### src/rtl/cmpu_pkg.sv
// Package: shared opcode type for the compare / byte-match unit.
package cmpu_pkg;

    typedef enum logic [1:0] {
        OP_SCMP  = 2'b00,
        OP_UCMP  = 2'b01,
        OP_CARRY = 2'b10,
        OP_BYTE  = 2'b11
    } cmpu_op_e;

endpackage

### src/rtl/cmpu_order_cmp.sv
// Module: cmpu_order_cmp
// Forms b - a in wrap-around arithmetic. When the operand MSBs differ, the
// MSB of that difference is overwritten: by b's MSB for the signed form and
// by a's MSB for the unsigned form. Assumes WIDTH >= 2. Purely combinational.
module cmpu_order_cmp #(
    parameter int WIDTH = 32
) (
    input  logic [WIDTH-1:0] a,
    input  logic [WIDTH-1:0] b,
    input  logic             is_unsigned,
    output logic [WIDTH-1:0] res
);
    localparam int MSB = WIDTH - 1;

    logic [WIDTH-1:0] diff;
    logic             sign_split;

    // Difference and MSB disagreement detection.
    always_comb begin
        diff       = b + ~a + {{(WIDTH-1){1'b0}}, 1'b1};
        sign_split = a[MSB] ^ b[MSB];
    end

    // Patch the top bit when the operand signs disagree.
    always_comb begin
        res = diff;
        if (sign_split) begin
            res[MSB] = is_unsigned ? a[MSB] : b[MSB];
        end
    end
endmodule

### src/rtl/cmpu_carry.sv
// Module: cmpu_carry
// Carry-out of a + b + cin, produced by one extended-width add.
// Purely combinational.
module cmpu_carry #(
    parameter int WIDTH = 32
) (
    input  logic [WIDTH-1:0] a,
    input  logic [WIDTH-1:0] b,
    input  logic             cin,
    output logic             cout
);
    logic [WIDTH:0] sum_ext;

    // Add with one guard bit; the guard bit is the carry.
    always_comb begin
        sum_ext = {1'b0, a} + {1'b0, b} + {{WIDTH{1'b0}}, cin};
        cout    = sum_ext[WIDTH];
    end
endmodule

### src/rtl/cmpu_byte_scan.sv
// Module: cmpu_byte_scan
// Compares a and b lane by lane and returns the 1-based index of the first
// equal lane, counting from the most significant lane. Returns 0 when no lane
// matches. Assumes WIDTH is a multiple of LANE_W. Combinational.
module cmpu_byte_scan #(
    parameter int WIDTH  = 32,
    parameter int LANE_W = 8,
    parameter int IDX_W  = 3
) (
    input  logic [WIDTH-1:0] a,
    input  logic [WIDTH-1:0] b,
    output logic [IDX_W-1:0] idx
);
    localparam int LANES = WIDTH / LANE_W;

    logic [LANES-1:0] lane_eq;   // bit k: k-th lane counted from the MSB end

    // One equality comparator per lane.
    for (genvar k = 0; k < LANES; k++) begin : g_lane
        localparam int HI = WIDTH - 1 - k * LANE_W;
        assign lane_eq[k] = (a[HI -: LANE_W] == b[HI -: LANE_W]);
    end

    // Priority pick: the lane nearest the MSB wins.
    always_comb begin
        idx = '0;
        for (int k = LANES - 1; k >= 0; k--) begin
            if (lane_eq[k]) begin
                idx = IDX_W'(k + 1);
            end
        end
    end
endmodule

### src/rtl/cmp_bytematch_unit.sv
// Module: cmp_bytematch_unit (top)
// Selects signed compare, unsigned compare, carry-out or byte search with a
// 2-bit opcode. OUT_REG=0 gives a combinational output. OUT_REG=1 adds one
// register stage that loads on in_valid and is cleared by a synchronous
// active-low reset.
module cmp_bytematch_unit #(
    parameter int WIDTH   = 32,
    parameter int LANE_W  = 8,
    parameter bit OUT_REG = 1'b1
) (
    input  logic             clk,
    input  logic             rst_n,
    input  logic             in_valid,
    input  logic [1:0]       op,
    input  logic [WIDTH-1:0] opa,
    input  logic [WIDTH-1:0] opb,
    input  logic             cin,
    output logic [WIDTH-1:0] result,
    output logic             out_valid
);
    import cmpu_pkg::*;

    localparam int LANES = WIDTH / LANE_W;
    localparam int IDX_W = $clog2(LANES + 1);

    cmpu_op_e         op_e;
    logic [WIDTH-1:0] cmp_res;
    logic             carry_bit;
    logic [IDX_W-1:0] lane_idx;
    logic [WIDTH-1:0] comb_res;

    assign op_e = cmpu_op_e'(op);

    cmpu_order_cmp #(.WIDTH(WIDTH)) u_cmp (
        .a           (opa),
        .b           (opb),
        .is_unsigned (op_e == OP_UCMP),
        .res         (cmp_res)
    );

    cmpu_carry #(.WIDTH(WIDTH)) u_carry (
        .a    (opa),
        .b    (opb),
        .cin  (cin),
        .cout (carry_bit)
    );

    cmpu_byte_scan #(.WIDTH(WIDTH), .LANE_W(LANE_W), .IDX_W(IDX_W)) u_scan (
        .a   (opa),
        .b   (opb),
        .idx (lane_idx)
    );

    // Result select by opcode.
    always_comb begin
        unique case (op_e)
            OP_SCMP, OP_UCMP: comb_res = cmp_res;
            OP_CARRY:         comb_res = {{(WIDTH-1){1'b0}}, carry_bit};
            default:          comb_res = {{(WIDTH-IDX_W){1'b0}}, lane_idx};
        endcase
    end

    if (OUT_REG) begin : g_reg
        logic [WIDTH-1:0] res_q;
        logic             vld_q;

        // Output stage: load on valid, hold otherwise, clear on reset.
        always_ff @(posedge clk) begin
            if (!rst_n) begin
                res_q <= '0;
                vld_q <= 1'b0;
            end else begin
                vld_q <= in_valid;
                if (in_valid) begin
                    res_q <= comb_res;
                end
            end
        end

        assign result    = res_q;
        assign out_valid = vld_q;
    end else begin : g_comb
        assign result    = comb_res;
        assign out_valid = in_valid;
    end
endmodule

### config.mk
export PLATFORM = sky130hd
export DESIGN_NAME = cmp_bytematch_unit
export DESIGN_NICKNAME = d
export VERILOG_FILES = /design/src/rtl/cmpu_pkg.sv /design/src/rtl/cmpu_order_cmp.sv /design/src/rtl/cmpu_carry.sv /design/src/rtl/cmpu_byte_scan.sv /design/src/rtl/cmp_bytematch_unit.sv
export SDC_FILE = /design/constraint.sdc
export NUM_CORES = 1
export LEC_CHECK = 0
export ABC_AREA = 1
export BUFFER_PORTS_ARGS = -buffer_cell sky130_fd_sc_hd__buf_2
export CAP_MARGIN = 40
export CORE_MARGIN = 2
export CORE_UTILIZATION = 50
export CTS_CLUSTER_DIAMETER = 60
export DETAILED_ROUTE_END_ITERATION = 6
export PLACE_DENSITY = 0.72
export SETUP_SLACK_MARGIN = 0.2
export SYNTH_ARGS = -nofsm -noshare
export SYNTH_HDL_FRONTEND = slang
export SYNTH_HIERARCHICAL = 1
export SYNTH_SLANG_ARGS = --single-unit
### constraint.sdc
create_clock -name clk -period 2.9 [get_ports clk]
set_input_delay 0.725 -clock clk [delete_from_list [all_inputs] [get_ports clk]]
set_output_delay 0.725 -clock clk [all_outputs]
set_load 0.1 [all_outputs]
==> results of run 1 <==
power by group through the flow:
| stage | clock (mW) | combinational [mW] | sequential [mW] |
|---|---|---|---|
| detailed placement | 0 | 1.05 | 0.506 |
| floorplan | 0 | 0.597 | 0.702 |
| global placement | 0 | 1.04 | 0.505 |
| finish | 0.382 | 1.05 | 0.496 |
| global route | 0.409 | 1.18 | 0.498 |
| CTS | 0.385 | 1.05 | 0.496 |
kinds of logic after synthesis:
kind of cell	Yosys count	share of synthesized area (%)
simple gates	514	41.4
buf+inv	199	15.9
compound gates	79	8.12
fa+ha+maj	64	15.7
xor+xnor	35	5.96
flops	33	12.8
final cells by class:
class                           count  area share [%]
Clock buffer                        7            1.65
Sequential cell                    33            11.3
Multi-Input combinational cell    692            62.9
Tap cell                          136            2.92
Timing Repair Buffer              104            9.02
Clock inverter                      1          0.0859
Inverter                          186            12.1
registers in the layout, indices dropped and copies added, names as in the netlist:
register,count
out_valid,1
result,32
how the worst max path moves through the flow:
stage | cells past startpoint | end
CTS | 15 | result[28]
global placement | 15 | result[28]
finish | 15 | result[20]
detailed placement | 15 | result[28]
global route | 15 | result[20]
floorplan | 14 | result[28]
cells in the mapped netlist, types with 6 or more instances:
library cell / n / area share [%]
a21oi_1: 67 / 6.5
nand2_1: 343 / 25
nand2_2: 12 / 1.5
nand4_1: 9 / 1.1
inv_2: 6 / 0.44
inv_1: 179 / 13
xnor2_1: 18 / 3.1
ha_1: 63 / 15
nor2_1: 71 / 5.2
dfxtp_1: 33 / 13
xor2_1: 17 / 2.9
nand3_1: 62 / 6.0
buf_6: 8 / 1.8
critical path, cell delays in order:
cell and delay, ns:
buf_2 0.11, inv_1 0.04, ha_1 0.20, fa_1 0.41, inv_1 0.11, nand3_1 0.07
nand3_1 0.13, nand3_1 0.09, nand3_1 0.14, nand2_1 0.09, nand2_1 0.07, nand2_1 0.04
nand2_1 0.05, nand3_1 0.07, a21oi_1 0.15
layer usage:
layer  vias up  share of wire, %  track usage (%)
met4         0              0.52             3.24
li1       3024                 -                -
met2       131                41             36.3
met3         6               5.0             1.79
met1      2298                53             35.1
met5         -                 0                0
==> flow_summary.yaml, run 1 <==
cts:
  clk_pin_slew_ns: 0.07
  htree_levels: 2
  post_cts_buffers: 0
  clk-insertion-delay-late_ns: 0.29
  cts_hold_buf: 0
  cts_tree: "built"
  cts_sinks: 33
  numCtsBuffers: 5
  post_cts_resized: 0
  cts_root_buf: "clkbuf_8"
  cts_max_path_buffers: 2
cells_and_area:
  final_cells: 1159
  layout_commonest_cell: "nand2_1"
  drive_above_1_share_pct: 13.9
  final_cell_mix: "nand2_1, inv_1, buf_2"
  antenna_cells: 0
  postLayoutCellArea_sq_um: 5830
  n_fill_cell: 1123
  multi_input_area_sq_um: 3670
  syn_to_final_growth_pct: 13.2
  fin_util_pct: 57.5
  fin_nets: 1156
  seq_area_sq_um: 661
setup_path:
  startpoint_type: "input port"
  r2r_cells: 4
  critPathMaxFanout: 4
  r2r_slack_ns: 2.24
  worstReg2RegEnd: "result[0]"
  rr_startpoint: "result[0]"
  crit_type: "input port to flop"
  cp.required_ns: 3.13
  arrival_ns: 2.51
  startpoint: "opb[0]"
  worst_setup_path_end_kind: "flop"
logic_synthesis:
  synth-edff-count: 0
  synth.avg_cell_area_sq_um: 5.57
  postSynthCellCount: 924
  syn-cell-area_sq_um: 5150
  synth_flop_cell: "dfxtp_1"
  ys_seq_area_share_pct: 12.8
  ys_ff_latch: 33
  ys_warn_count: 6
  async_reset_ff_share_pct: 0
  synth_cell_types: 34
  synth_nets: 1058
global_route:
  antenna_found_initial: 0
  grt_start_max_net_pins: 33
  grt_pass1_vias: 4764
  grt-ovfl-total: 0
  grt_pass1_wl_um: 21500
  grtUsageTotal_pct: 23.2
timing:
  rsz0062_at_grt: "no"
  max_freq_mhz: 438
  final_max_slew_viol_count: 0
  hold_ws_ns: 0.463
  setup_ws_ns: 0.619
  tns_ns: 0
  finalSetupViolations: 0
  relSlewSlack_pct: 66.1
  finalCritPeriodShare_pct: 78.7
  clock_skew_ns: 0
  period_minus_slack_ns: 2.28
  hold_violations: 0
  worst_pin_slew_ns: 0.508
routing:
  vias_per_cell: 4.71
  antenna_left: 0
  drt_iter0_markers: 307
  drc: 0
  dr.pass1.iters: 5
  routed_wl_um: 12600
  routedWlPerCell_um: 10.9
  vias: 5459
placement:
  placed_cells: 1151
  place_congestion: 0.907
  dp_hpwl_um: 10700
  post_dp_cell_area_sq_um: 5730
  port_buffers: 102
  pre_cts_slack_ns: 0.319
pwr:
  p_total_mw: 1.93
  swShare_pct: 47.3
  internal_power_mw: 1.02
  pwr-share-comb_pct: 54.5
  p_leak_nw: 3.64
  power_frac_seq_pct: 25.7
  pwr-share-clk_pct: 19.8
  max-vdd-ir-drop_v: 0.000280
  switchingPower_mw: 0.912
  power_density_nw_per_um2: 331
min_path:
  hp-class: "flop to flop"
  min-delay-start: "result[29]"
  hold_depth: 2
  hold_path_end: "result[29]"
floorplanning:
  die_w_um: 105
  die_y_um: 105
  pin_count: 103
  core_sq_um: 10100
  die_area_sq_um: 11100
  rows: 37
  initial_core_util_pct: 50.8
run_status:
  outcome: "finished clean"
job:
  maxCapViolCount: 0
Power figures use the tool's default switching activity.
==> run 2: changes to the inputs <==
- PLACE_DENSITY: 0.72 -> 0.74
- clock period: 2.9 -> 1.86 ns (I/O delays scaled with it)
==> run 2 against run 1 <==
Net effect:
- clock skew did not move
- combinational power rose by 130%
- count of clock-buffer cells in the layout fell by 1
- critical path type unchanged
- highest routed layer unchanged
==> flow_summary.yaml, run 2 (synthesis results as in run 1) <==
run_status:
  outcome: "finished clean"
timing:
  worst_pin_slew_ns: 0.573
  tns_ns: 0
  hold_violations: 0
  setup_ws_ns: 0.0310
  period_minus_slack_ns: 1.83
  rsz0062_at_grt: "yes"
  finalCritPeriodShare_pct: 98.3
  max_freq_mhz: 547
  final_max_slew_viol_count: 0
  finalSetupViolations: 0
  relSlewSlack_pct: 61.8
  clock_skew_ns: 0
floorplanning:
  die_y_um: 105
  initial_core_util_pct: 50.8
  core_sq_um: 10100
  rows: 37
  die_w_um: 105
  die_area_sq_um: 11100
  pin_count: 103
placement:
  placed_cells: 1242
  place_congestion: 0.886
  pre_cts_slack_ns: -0.328
  port_buffers: 102
  post_dp_cell_area_sq_um: 6900
  dp_hpwl_um: 12300
min_path:
  hp-class: "input port to flop"
setup_path:
  critPathBufInv: 3
  critPathSlowestCell: "ha_4"
  startpoint_type: "input port"
  cp.required_ns: 2.08
  worstPathCellList: "buf_6 > ha_4 > nand2_4 > inv_4 > buf_4 > nand2_2 > nand2_4 > a21oi_4 > nand2_4 > nand2_2 > nand3_1 > nand2_2 > nand3_2 > a21oi_2"
  crit_family: "simple AND/OR/NAND/NOR gates"
  arrival_ns: 2.04
  critPathMaxFanout: 4
  worst_setup_path_end_kind: "flop"
  slowest_delay_ns: 0.27
  crit_type: "input port to flop"
global_route:
  antenna_found_initial: 0
  grt_pass1_wl_um: 25900
  grtUsageTotal_pct: 27.9
  grt_start_max_net_pins: 33
  grt_pass1_vias: 5861
  grt-ovfl-total: 0
routing:
  vias_per_cell: 5.06
  routed_wl_um: 16500
  drt_iter0_markers: 487
  drc: 0
  routedWlPerCell_um: 13.1
  dr.pass1.iters: 5
  antenna_left: 0
  vias: 6384
cells_and_area:
  final_cell_mix: "nand2_1, inv_1, buf_4"
  largest_reg_flops: 32
  syn_to_final_growth_pct: 55.9
  seq_area_sq_um: 661
  fin_nets: 1258
  multi_input_area_sq_um: 4840
  layout_commonest_cell: "nand2_1"
  final_cells: 1261
  postLayoutCellArea_sq_um: 8020
  n_fill_cell: 740
  drive_above_1_share_pct: 39.8
  antenna_cells: 0
pwr:
  pwr-share-clk_pct: 13.8
  power_density_nw_per_um2: 468
  switchingPower_mw: 1.78
  swShare_pct: 47.3
  p_total_mw: 3.76
  max-vdd-ir-drop_v: 0.000432
  pwr-share-comb_pct: 65.6
  internal_power_mw: 1.98
  p_leak_nw: 4.41
  power_frac_seq_pct: 20.6
cts:
  cts_hold_buf: 0
  clk_pin_slew_ns: 0.06
  numCtsBuffers: 5
  clk-insertion-delay-late_ns: 0.28
  cts_tree: "built"
  cts_root_buf: "clkbuf_8"
  cts_sinks: 33
  cts_max_path_buffers: 2
  htree_levels: 2
job:
  maxCapViolCount: 0
==> run 2: cell types whose count changed in the layout (fill, tap and decap cells not counted), moves of 22 or more <==
cell     change
nand2_1     -70
ha_1        -34
nor2_1      -23
buf_2       -26
buf_6       +22
inv_1       -27
ha_4        +34
a21oi_1     -26
buf_4       +97
nand2_4     +25
a21oi_2     +22
nand2_2     +44
==> run 2: path summary, 6_finish.rpt <==
| kind | startpoint | end | slack, ns | depth (start not counted) |
|---|---|---|---|---|
| max reg2reg | result[20] | result[20] | 1.18 | 2 |
| max | opb[10] | result[23] | 0.03 | 14 |
| min | rst_n | result[2] | 0.43 | 3 |
| min reg2reg | result[25] | result[25] | 0.46 | 2 |
==> run 2: power groups by stage <==
stage | sequential, mW | clock [mW] | combinational [mW]
2_1_floorplan | 1.09 | 0 | 1.06
3_3_place_gp | 0.790 | 0 | 1.99
3_5_place_dp | 0.790 | 0 | 2.02
4_1_cts | 0.775 | 0.517 | 2.18
5_1_grt | 0.779 | 0.549 | 2.67
6_report | 0.776 | 0.518 | 2.46
==> run 2: tightest hold or removal path, delay by kind of cell <==
family / cells / cell delay (ns)
and+or+nand+nor: 2 / 0.10
buffers and inverters: 1 / 0.11
==> run 2: cell type report <==
type                    count  area share [%]
flip-flops and latches     33            8.23
clock buffers               6           0.905
clock inverters             2           0.125
well taps                 136            2.12
repair buffers            206            19.0
multi-input cells         692            60.3
inverters                 186            9.36
==> run 2: timing repair <==
| action | CTS | global route |
|---|---|---|
| endpoints found under the hold margin | 0 | 0 |
| pin swaps | 55 | 77 |
| gates resized for setup | 114 | 136 |
| setup endpoints to repair | 27 | 29 |
| setup buffers | 3 | 8 |
==> run 2: per-stage QoR <==
stage | util (%) | hold slack [ns]
finish | 79.1 | 0.432
global route | 79.1 | 0.460
CTS | 73.3 | 0.432
detailed placement | 68.0 | 0.453
global placement | 68.0 | 0.450
floorplan | - | 0.568
==> run 2: metal layers <==
metal  GRT usage [%]  vias to the layer above  wire [um]
met3            3.09                       29       1160
met5               0                        -          0
met4            4.00                        0        262
met1            37.4                     2885       7150
met2            48.9                      229       7950
li1                -                     3241          -
